File: src/rtl/regbank_pkg.sv
package regbank_pkg;

    localparam int REG_W   = 16;
    localparam int OFF_W   = 6;
    localparam int N_PLAIN = 6;

    localparam logic [REG_W-1:0] STATUS_VALUE = 16'h0002;
    localparam int               PWR_TRIG_BIT = 7;
    localparam logic [REG_W-1:0] PWR_FORCE    = 16'h8040;

    localparam logic [OFF_W-1:0] OFF_MODE = 6'h00;
    localparam logic [OFF_W-1:0] OFF_CFGD = 6'h04;
    localparam logic [OFF_W-1:0] OFF_STAT = 6'h08;
    localparam logic [OFF_W-1:0] OFF_PWR  = 6'h0C;
    localparam logic [OFF_W-1:0] OFF_CFGC = 6'h10;
    localparam logic [OFF_W-1:0] OFF_IRT  = 6'h14;
    localparam logic [OFF_W-1:0] OFF_IMSK = 6'h18;
    localparam logic [OFF_W-1:0] OFF_IPND = 6'h1C;
    localparam logic [OFF_W-1:0] OFF_DIR  = 6'h20;
    localparam logic [OFF_W-1:0] OFF_LVLW = 6'h24;
    localparam logic [OFF_W-1:0] OFF_LVLR = 6'h28;

    typedef enum logic [3:0] {
        SEL_NONE, SEL_MODE, SEL_CFGD, SEL_STAT, SEL_PWR, SEL_CFGC,
        SEL_IRT, SEL_IMSK, SEL_IPND, SEL_DIR, SEL_LVLW, SEL_LVLR
    } reg_sel_e;

    typedef enum logic {
        GS_IDLE,
        GS_EVAL
    } gpio_state_e;

    localparam reg_sel_e PLAIN_SEL [N_PLAIN] = '{
        SEL_MODE, SEL_CFGD, SEL_CFGC, SEL_IRT, SEL_IMSK, SEL_IPND
    };

endpackage

File: src/rtl/regbank_decode.sv
module regbank_decode
    import regbank_pkg::*;
(
    input  logic [OFF_W-1:0] off,
    output reg_sel_e         sel
);
    always_comb begin
        unique case (off)
            OFF_MODE: sel = SEL_MODE;
            OFF_CFGD: sel = SEL_CFGD;
            OFF_STAT: sel = SEL_STAT;
            OFF_PWR:  sel = SEL_PWR;
            OFF_CFGC: sel = SEL_CFGC;
            OFF_IRT:  sel = SEL_IRT;
            OFF_IMSK: sel = SEL_IMSK;
            OFF_IPND: sel = SEL_IPND;
            OFF_DIR:  sel = SEL_DIR;
            OFF_LVLW: sel = SEL_LVLW;
            OFF_LVLR: sel = SEL_LVLR;
            default:  sel = SEL_NONE;
        endcase
    end
endmodule

File: src/rtl/regbank_ctl.sv
module regbank_ctl
    import regbank_pkg::*;
(
    input  logic             clk,
    input  logic             rst_n,
    input  logic             wr_en,
    input  reg_sel_e         sel,
    input  logic [REG_W-1:0] wr_data,
    output logic [REG_W-1:0] rd_data,
    output logic [REG_W-1:0] pwr_q
);
    logic [REG_W-1:0] plain_rd [N_PLAIN];

    for (genvar gi = 0; gi < N_PLAIN; gi++) begin : g_plain
        logic [REG_W-1:0] word_q;
        always_ff @(posedge clk or negedge rst_n) begin
            if (!rst_n)
                word_q <= '0;
            else if (wr_en && sel == PLAIN_SEL[gi])
                word_q <= wr_data;
        end
        assign plain_rd[gi] = (sel == PLAIN_SEL[gi]) ? word_q : '0;
    end

    always_ff @(posedge clk or negedge rst_n) begin
        if (!rst_n)
            pwr_q <= '0;
        else if (wr_en && sel == SEL_PWR)
            pwr_q <= wr_data | (wr_data[PWR_TRIG_BIT] ? PWR_FORCE : '0);
    end

    always_comb begin
        rd_data = '0;
        for (int i = 0; i < N_PLAIN; i++)
            rd_data = rd_data | plain_rd[i];
        if (sel == SEL_PWR)
            rd_data = rd_data | pwr_q;
        if (sel == SEL_STAT)
            rd_data = rd_data | STATUS_VALUE;
    end
endmodule

File: src/rtl/regbank_gpio.sv
module regbank_gpio
    import regbank_pkg::*;
(
    input  logic             clk,
    input  logic             rst_n,
    input  logic             wr_en,
    input  reg_sel_e         sel,
    input  logic [REG_W-1:0] wr_data,
    input  logic [REG_W-1:0] in_upd,
    input  logic [REG_W-1:0] in_val,
    output logic [REG_W-1:0] rd_data,
    output logic [REG_W-1:0] dir_q,
    output logic [REG_W-1:0] lvl_q,
    output logic [REG_W-1:0] out_q,
    output logic [REG_W-1:0] chg_q
);
    gpio_state_e      state_q, state_d;
    logic             dir_wr, lvl_wr, gpio_wr;
    logic [REG_W-1:0] eff;

    assign dir_wr  = wr_en && (sel == SEL_DIR);
    assign lvl_wr  = wr_en && (sel == SEL_LVLW || sel == SEL_LVLR);
    assign gpio_wr = dir_wr || lvl_wr;
    assign eff     = lvl_q & dir_q;

    // next-state logic
    always_comb begin
        unique case (state_q)
            GS_IDLE: state_d = gpio_wr ? GS_EVAL : GS_IDLE;
            GS_EVAL: state_d = gpio_wr ? GS_EVAL : GS_IDLE;
            default: state_d = GS_IDLE;
        endcase
    end

    // state register
    always_ff @(posedge clk or negedge rst_n) begin
        if (!rst_n)
            state_q <= GS_IDLE;
        else
            state_q <= state_d;
    end

    // output process: driven pattern and change strobes
    always_ff @(posedge clk or negedge rst_n) begin
        if (!rst_n) begin
            out_q <= '0;
            chg_q <= '0;
        end else begin
            unique case (state_q)
                GS_EVAL: begin
                    out_q <= eff;
                    chg_q <= eff ^ out_q;
                end
                default: chg_q <= '0;
            endcase
        end
    end

    always_ff @(posedge clk or negedge rst_n) begin
        if (!rst_n)
            dir_q <= '0;
        else if (dir_wr)
            dir_q <= wr_data;
    end

    always_ff @(posedge clk or negedge rst_n) begin
        if (!rst_n) begin
            lvl_q <= '0;
        end else if (lvl_wr) begin
            lvl_q <= wr_data & dir_q;
        end else begin
            for (int i = 0; i < REG_W; i++)
                if (in_upd[i])
                    lvl_q[i] <= in_val[i];
        end
    end

    always_comb begin
        unique case (sel)
            SEL_DIR:           rd_data = dir_q;
            SEL_LVLW, SEL_LVLR: rd_data = lvl_q;
            default:           rd_data = '0;
        endcase
    end
endmodule

File: src/rtl/regbank_gpio16.sv
module regbank_gpio16
    import regbank_pkg::*;
#(
    parameter int ADDR_W = 12,
    parameter int BUS_W  = 32
) (
    input  logic              clk,
    input  logic              rst_n,
    input  logic [ADDR_W-1:0] bus_addr,
    input  logic              bus_we,
    input  logic              bus_re,
    input  logic [BUS_W-1:0]  bus_wdata,
    output logic [REG_W-1:0]  bus_rdata,
    input  logic [REG_W-1:0]  pin_upd,
    input  logic [REG_W-1:0]  pin_val,
    output logic [REG_W-1:0]  pin_out,
    output logic [REG_W-1:0]  pin_chg
);
    reg_sel_e         sel;
    logic [REG_W-1:0] wr_data;
    logic [REG_W-1:0] ctl_rd, gpio_rd;
    logic [REG_W-1:0] pwr_q, dir_q, lvl_q;
    logic             unused_hi;

    assign wr_data   = bus_wdata[REG_W-1:0];
    assign unused_hi = ^{bus_addr[ADDR_W-1:OFF_W], bus_wdata[BUS_W-1:REG_W]};

    regbank_decode u_dec (
        .off (bus_addr[OFF_W-1:0]),
        .sel (sel)
    );

    regbank_ctl u_ctl (
        .clk     (clk),
        .rst_n   (rst_n),
        .wr_en   (bus_we),
        .sel     (sel),
        .wr_data (wr_data),
        .rd_data (ctl_rd),
        .pwr_q   (pwr_q)
    );

    regbank_gpio u_gpio (
        .clk     (clk),
        .rst_n   (rst_n),
        .wr_en   (bus_we),
        .sel     (sel),
        .wr_data (wr_data),
        .in_upd  (pin_upd),
        .in_val  (pin_val),
        .rd_data (gpio_rd),
        .dir_q   (dir_q),
        .lvl_q   (lvl_q),
        .out_q   (pin_out),
        .chg_q   (pin_chg)
    );

    assign bus_rdata = bus_re ? (ctl_rd | gpio_rd) : '0;
endmodule

File: config.mk
export PLATFORM = sky130hd
export DESIGN_NAME = regbank_gpio16
export DESIGN_NICKNAME = d
export VERILOG_FILES = /design/src/rtl/regbank_pkg.sv /design/src/rtl/regbank_decode.sv /design/src/rtl/regbank_ctl.sv /design/src/rtl/regbank_gpio.sv /design/src/rtl/regbank_gpio16.sv
export SDC_FILE = /design/constraint.sdc
export NUM_CORES = 1
export LEC_CHECK = 0
export BUFFER_PORTS_ARGS = -buffer_cell sky130_fd_sc_hd__buf_4
export CAP_MARGIN = 20
export CORE_AREA = 4 4 184 186
export CTS_CLUSTER_SIZE = 16
export DETAILED_ROUTE_END_ITERATION = 12
export DIE_AREA = 0 0 188 190
export SKIP_LAST_GASP = 1
export SLEW_MARGIN = 20
export SYNTH_ARGS = -nofsm -noshare
export SYNTH_HDL_FRONTEND = slang
export SYNTH_SLANG_ARGS = --single-unit
File: constraint.sdc
create_clock -name clk -period 3.56 [get_ports clk]
set_input_delay 0.356 -clock clk [delete_from_list [all_inputs] [get_ports clk]]
set_output_delay 0.356 -clock clk [all_outputs]
set_load 0.01 [all_outputs]
; ---- Yosys cells after proc, flatten, opt, wreduce, memory -nomap -nowiden
; Cells that the tools add are included.
[totals]
ff_bits = 177
out_inout_bits = 48
[op_classes]
eq_ne = 21
n_mux = 31
n_bitwise = 11
n_reduce_logical = 29
[op_table]
columns = op, count
row1 = $mux 16, 11
row2 = $or 16x16->16, 8
row3 = $pmux 4 s11, 1
row4 = $and 16x16->16, 2
row5 = $pmux 16 s2, 1
row6 = $reduce_bool 2->1, 16
row7 = $eq 6x5->1 const B, 4
row8 = $eq 6x6->1 const B, 3
row9 = $mux 1, 17
row10 = $eq 4x3->1 const B, 4
row11 = $eq 4x4->1 const B, 4
row12 = $xor 16x16->16, 1
row13 = $eq 6x4->1 const B, 2
row14 = $logic_and 1x1->1, 9
row15 = $eq 4x2->1 const B, 2
row16 = $eq 6x3->1 const B, 1
row17 = $logic_not 6->1, 1
row18 = $eq 4x1->1 const B, 1
row19 = $logic_or 1x1->1, 2
row20 = $mux 2, 1
row21 = $reduce_or 2->1, 1

; ---- Longest topological paths before layout
[depth]
depth_word = 14
mapped_depth = 8
mapped_depth_nobuf = 5

; ---- Cells and area by module
; A second synthesis with hierarchy kept.
[unflattened]
cells_unflattened = 633
area_unflattened_um2 = 8553.2
[by_module_without_submodules]
columns = module, instances, cells_each, area_each_um2, seq_area_each_um2
row1 = regbank_ctl, 1, 348, 5346.4, 2802.7
row2 = regbank_gpio, 1, 257, 2989.1, 1626.6
row3 = regbank_gpio16, 1, 18, 136.4, 0.0
row4 = regbank_decode, 1, 10, 81.3, 0.0

; ---- Least setup slack after synthesis
; No wires, ideal clock.
[synth_path]
kind = input -> output
startpoint = input bus_addr[4]
endpoint = output bus_rdata[10]
t_arrival_ns = 2.002
required_ns = 3.204
setup_slack_ns = 1.202
path_stages = 6
cell_sequence = buf_2 or4b_4 nor3_4 clkbuf_1 a222oi_1 a31oi_1
[synth_via]
elab_chain_cells = 13
[synth_rtl]
columns = item, line
row1 = start: declaration, regbank_gpio16.sv:9  ; input logic [ADDR_W-1:0] bus_addr,
row2 = "$eq 6x6->1, or another cell as far along", regbank_decode.sv:8  ; unique case (off)
row3 = $pmux 4 s11 *, regbank_decode.sv:8
row4 = $eq 4x1->1 or $eq 4x2->1 (tied branches), regbank_ctl.sv:22  ; assign plain_rd[gi] = (sel == PLAIN_SEL[gi]) ? word_q : '0;
row5 = $mux 16, regbank_ctl.sv:22
row6 = $or 16x16->16 (5 in series), regbank_ctl.sv:35  ; rd_data = rd_data | plain_rd[i];
row7 = $or 16x16->16, regbank_ctl.sv:37  ; rd_data = rd_data | pwr_q;
row8 = $mux 16, regbank_ctl.sv:36  ; if (sel == SEL_PWR)
row9 = $or 16x16->16 *, regbank_gpio16.sv:58  ; assign bus_rdata = bus_re ? (ctl_rd | gpio_rd) : '0;
row10 = $mux 16 *, regbank_gpio16.sv:58
row11 = end: declaration, regbank_gpio16.sv:13  ; output logic [REG_W-1:0] bus_rdata,
; Mark *: on every way between the ends. The rest lies on a longest branch, timed or not.

; ---- Worst setup path in the final report
[layout_path]
startpoint = input bus_addr[4]
endpoint = output bus_rdata[9]
; Same word-level chain as after synthesis.

==> out/metrics.csv <==
stage,metric,value,unit
pwr,p_per_area,479,nW/µm²
clocking,insertion_delay,430,ps
synth,seq_area_frac_synth,55.9,%
grt,overflow,0,
clocking,post_cts_buffers,0,
synth,yosysWarnings,0,
finish,area_growth_syn_to_layout,24.9,%
die,rows,66,
synth,yosysMostFrequentCell,dfrtp_1,
finish,fill_cells,3254,
setup_path,cp-endpoint,bus_rdata[9],
drt,num_vias,5441,
timing,fmax,0.344,GHz
die,ios,128,
clocking,h-tree-depth,4,
grt,antenna_found_initial,3,
clocking,clock_sinks,177,
synth,ys_types,38,
drt,drc,0,
timing,slew_viol_final,0,
timing,whs,233,ps
drt,wirelength,21800,µm
synth,synth.area.top_cells,"dfrtp_1 56%, mux2_2 17%, a222oi_1 2.7%",
setup_path,arrival,2550,ps
pwr,leakage,4.56,nW
drt,ant_nets,0,
timing,tightest_slew,765,ps
setup_path,endpoint_kind,primary output,
drt,wl_per_cell,18.1,µm
setup_path,reg2reg_depth,2,
finish,diodes,0,
grt,grt_pass1_wl,34100,µm
setup_path,reg2reg_from,u_gpio.state_q,
die,die_x,188,µm
setup_path,cp-startpoint,bus_addr[4],
drt,first_pass_iters,5,
timing,fin_tns_setup,0,ps
synth,syn_area,7930,µm²
min_path,hold_start,pin_val[11],
synth,async_flop_share,100,%
grt,grt_start_max_net_pins,81,
die,dieArea,35700,µm²
synth,synth-edff-count,0,
timing,relSlewSlack,49.0,%
grt,grt_use_total,12.3,%
clocking,cts_root_buf,clkbuf_16,
place,place_congestion,0.781,
clocking,cts_tree,built,
clocking,cts_buffers,17,
clocking,cts_resized,0,
grt,grt_pass1_vias,5710,
finish,final_layout_size_suffix_gt1_share,39.5,%
synth,synth_cells,635,
pwr,ir_worst_vdd,340,µV
die,core,32300,µm²
timing,fin_skew,11.7,ps
die,initial_core_util,24.6,%
timing,rsz0062_at_grt,no,
setup_path,cp-start-kind,input port,
drt,drtIter0Drc,369,
synth,synth_seq_cells,177,
run,maxCapViolCount,0,
drt,viasPerCell,4.52,
pwr,total_power,4.74,mW
setup_path,path_class,in -> out,
setup_path,rrSetupSlack,2570,ps
place,io_buffers,105,
setup_path,critPathMaxFanout,17,
setup_path,regToRegEndpoint,u_gpio.out_q[9],
place,place_hpwl,15500,µm
synth,avgSynthCellArea,12.5,µm²
timing,hold_viol_final,0,
status,outcome,completed,
finish,final-seq-area,4430,µm²
clocking,clockBufferDepth,2,
synth,synth_top_cell_area_share,55.9,%
synth,yosys.area.top_type,dfrtp_1,
setup_path,cp.required,3200,ps
finish,multiInputGateArea,3270,µm²
clocking,clk_pin_slew,70,ps
min_path,hold_class,in -> reg,
die,die_h,190,µm
synth,synth_nets,715,
synth,synth-main-ff-cell,dfrtp_1,
finish,nNetsFinal,829,
timing,period_minus_slack,2910,ps
synth,synthTopCellsByCount,"177 x dfrtp_1, 119 x mux2_2, 37 x nand2_1, 36 x a21oi_1, 23 x clkbuf_1",
timing,fin_crit_sh,81.7,%
timing,setup_viol,0,
==> cell type report <==
| type | instances | area share, % |
|---|---|---|
| clock inverter | 13 | 1.38 |
| sequential | 177 | 44.7 |
| timing repair buffer | 133 | 10.3 |
| clock buffer | 19 | 4.37 |
| inverter | 18 | 0.682 |
| multi-input combinational | 402 | 33.0 |
| tap | 442 | 5.58 |
==> how the worst min path moves through the flow <==
stage	to	slack [ps]	cells after the start
floorplan	u_ctl.g_plain[0].word_q[0]	60	0
global placement	u_ctl.pwr_q[4]	460	1
detailed placement	u_ctl.pwr_q[4]	450	1
CTS	u_gpio.lvl_q[11]	210	3
global route	u_gpio.lvl_q[3]	230	3
finish	u_gpio.lvl_q[11]	230	3
==> timing repair <==
item / in CTS / in global routing
hold buffers: 1 / 0
endpoints found under the setup margin: 0 / 0
endpoints found under the hold margin: 3 / 0
==> kinds of logic (layout without fill, tap and decap cells) <==
family,Yosys count,after routing,synth area share (%)
muxes,150,150,21.4
and+or+nand+nor,112,112,7.49
DFF,177,177,55.9
xor gates and xnor gates,16,16,1.77
buffers and inverters,56,183,2.90
AOI/OAI and AO/OA,124,124,10.5
==> cells in the final DEF (no fill, tap or decap), types with 7 or more instances in the layout <==
cell / instances
a222oi_1: 21
a221oi_1: 7
nand2_1: 37
a31oi_1: 13
nor2_1: 18
mux2_4: 10
and2_1: 17
mux2i_1: 21
buf_4: 130
o22ai_1: 7
dfrtp_1: 177
xnor2_1: 16
a22oi_1: 15
clkbuf_16: 17
o21ai_0: 20
inv_1: 18
mux2_2: 119
nand3_1: 19
a21oi_1: 36
==> routing by layer <==
| layer | vias up | part of all wire, % | global-route usage [%] |
|---|---|---|---|
| met1 | 2718 | 45 | 16.1 |
| met2 | 141 | 46 | 19.2 |
| met4 | 6 | 1.6 | 3.47 |
| met3 | 26 | 7.3 | 4.40 |
| met5 | - | 0.10 | 0 |
| li1 | 2550 | - | - |
==> per-stage QoR <==
step / cell area [µm²] / worst slack [ps] / instances / utilization, %
after floorplan: 7930 / 1200 / 635 / -
after CTS: 9910 / 617 / 1204 / 30.7
final: 9910 / 650 / 1204 / 30.7
after global placement: 9330 / 619 / 1171 / 28.9
after global routing: 9910 / 576 / 1204 / 30.7
after detailed placement: 9330 / 630 / 1171 / 28.9
==> power by group <==
part / total, mW / internal (mW) / switching [mW]
logic: 0.526 / 0.293 / 0.233
clock network: 1.83 / 1.03 / 0.794
registers: 2.39 / 2.24 / 0.153
==> flip-flops by register name, indices dropped and copies added (netlist names) <==
| name | cells |
|---|---|
| u_gpio.lvl_q | 16 |
| u_gpio.chg_q | 16 |
| u_ctl.g_plain.word_q | 96 |
| u_gpio.state_q | 1 |
| u_gpio.out_q | 16 |
| u_gpio.dir_q | 16 |
| u_ctl.pwr_q | 16 |
==> critical path, stage by stage <==
cell      delay (ps)
buf_4            190
or4b_4           590
nor3_4           510
a222oi_1         260
a31oi_1          420
buf_4            200
Power figures use the tool's default switching activity.
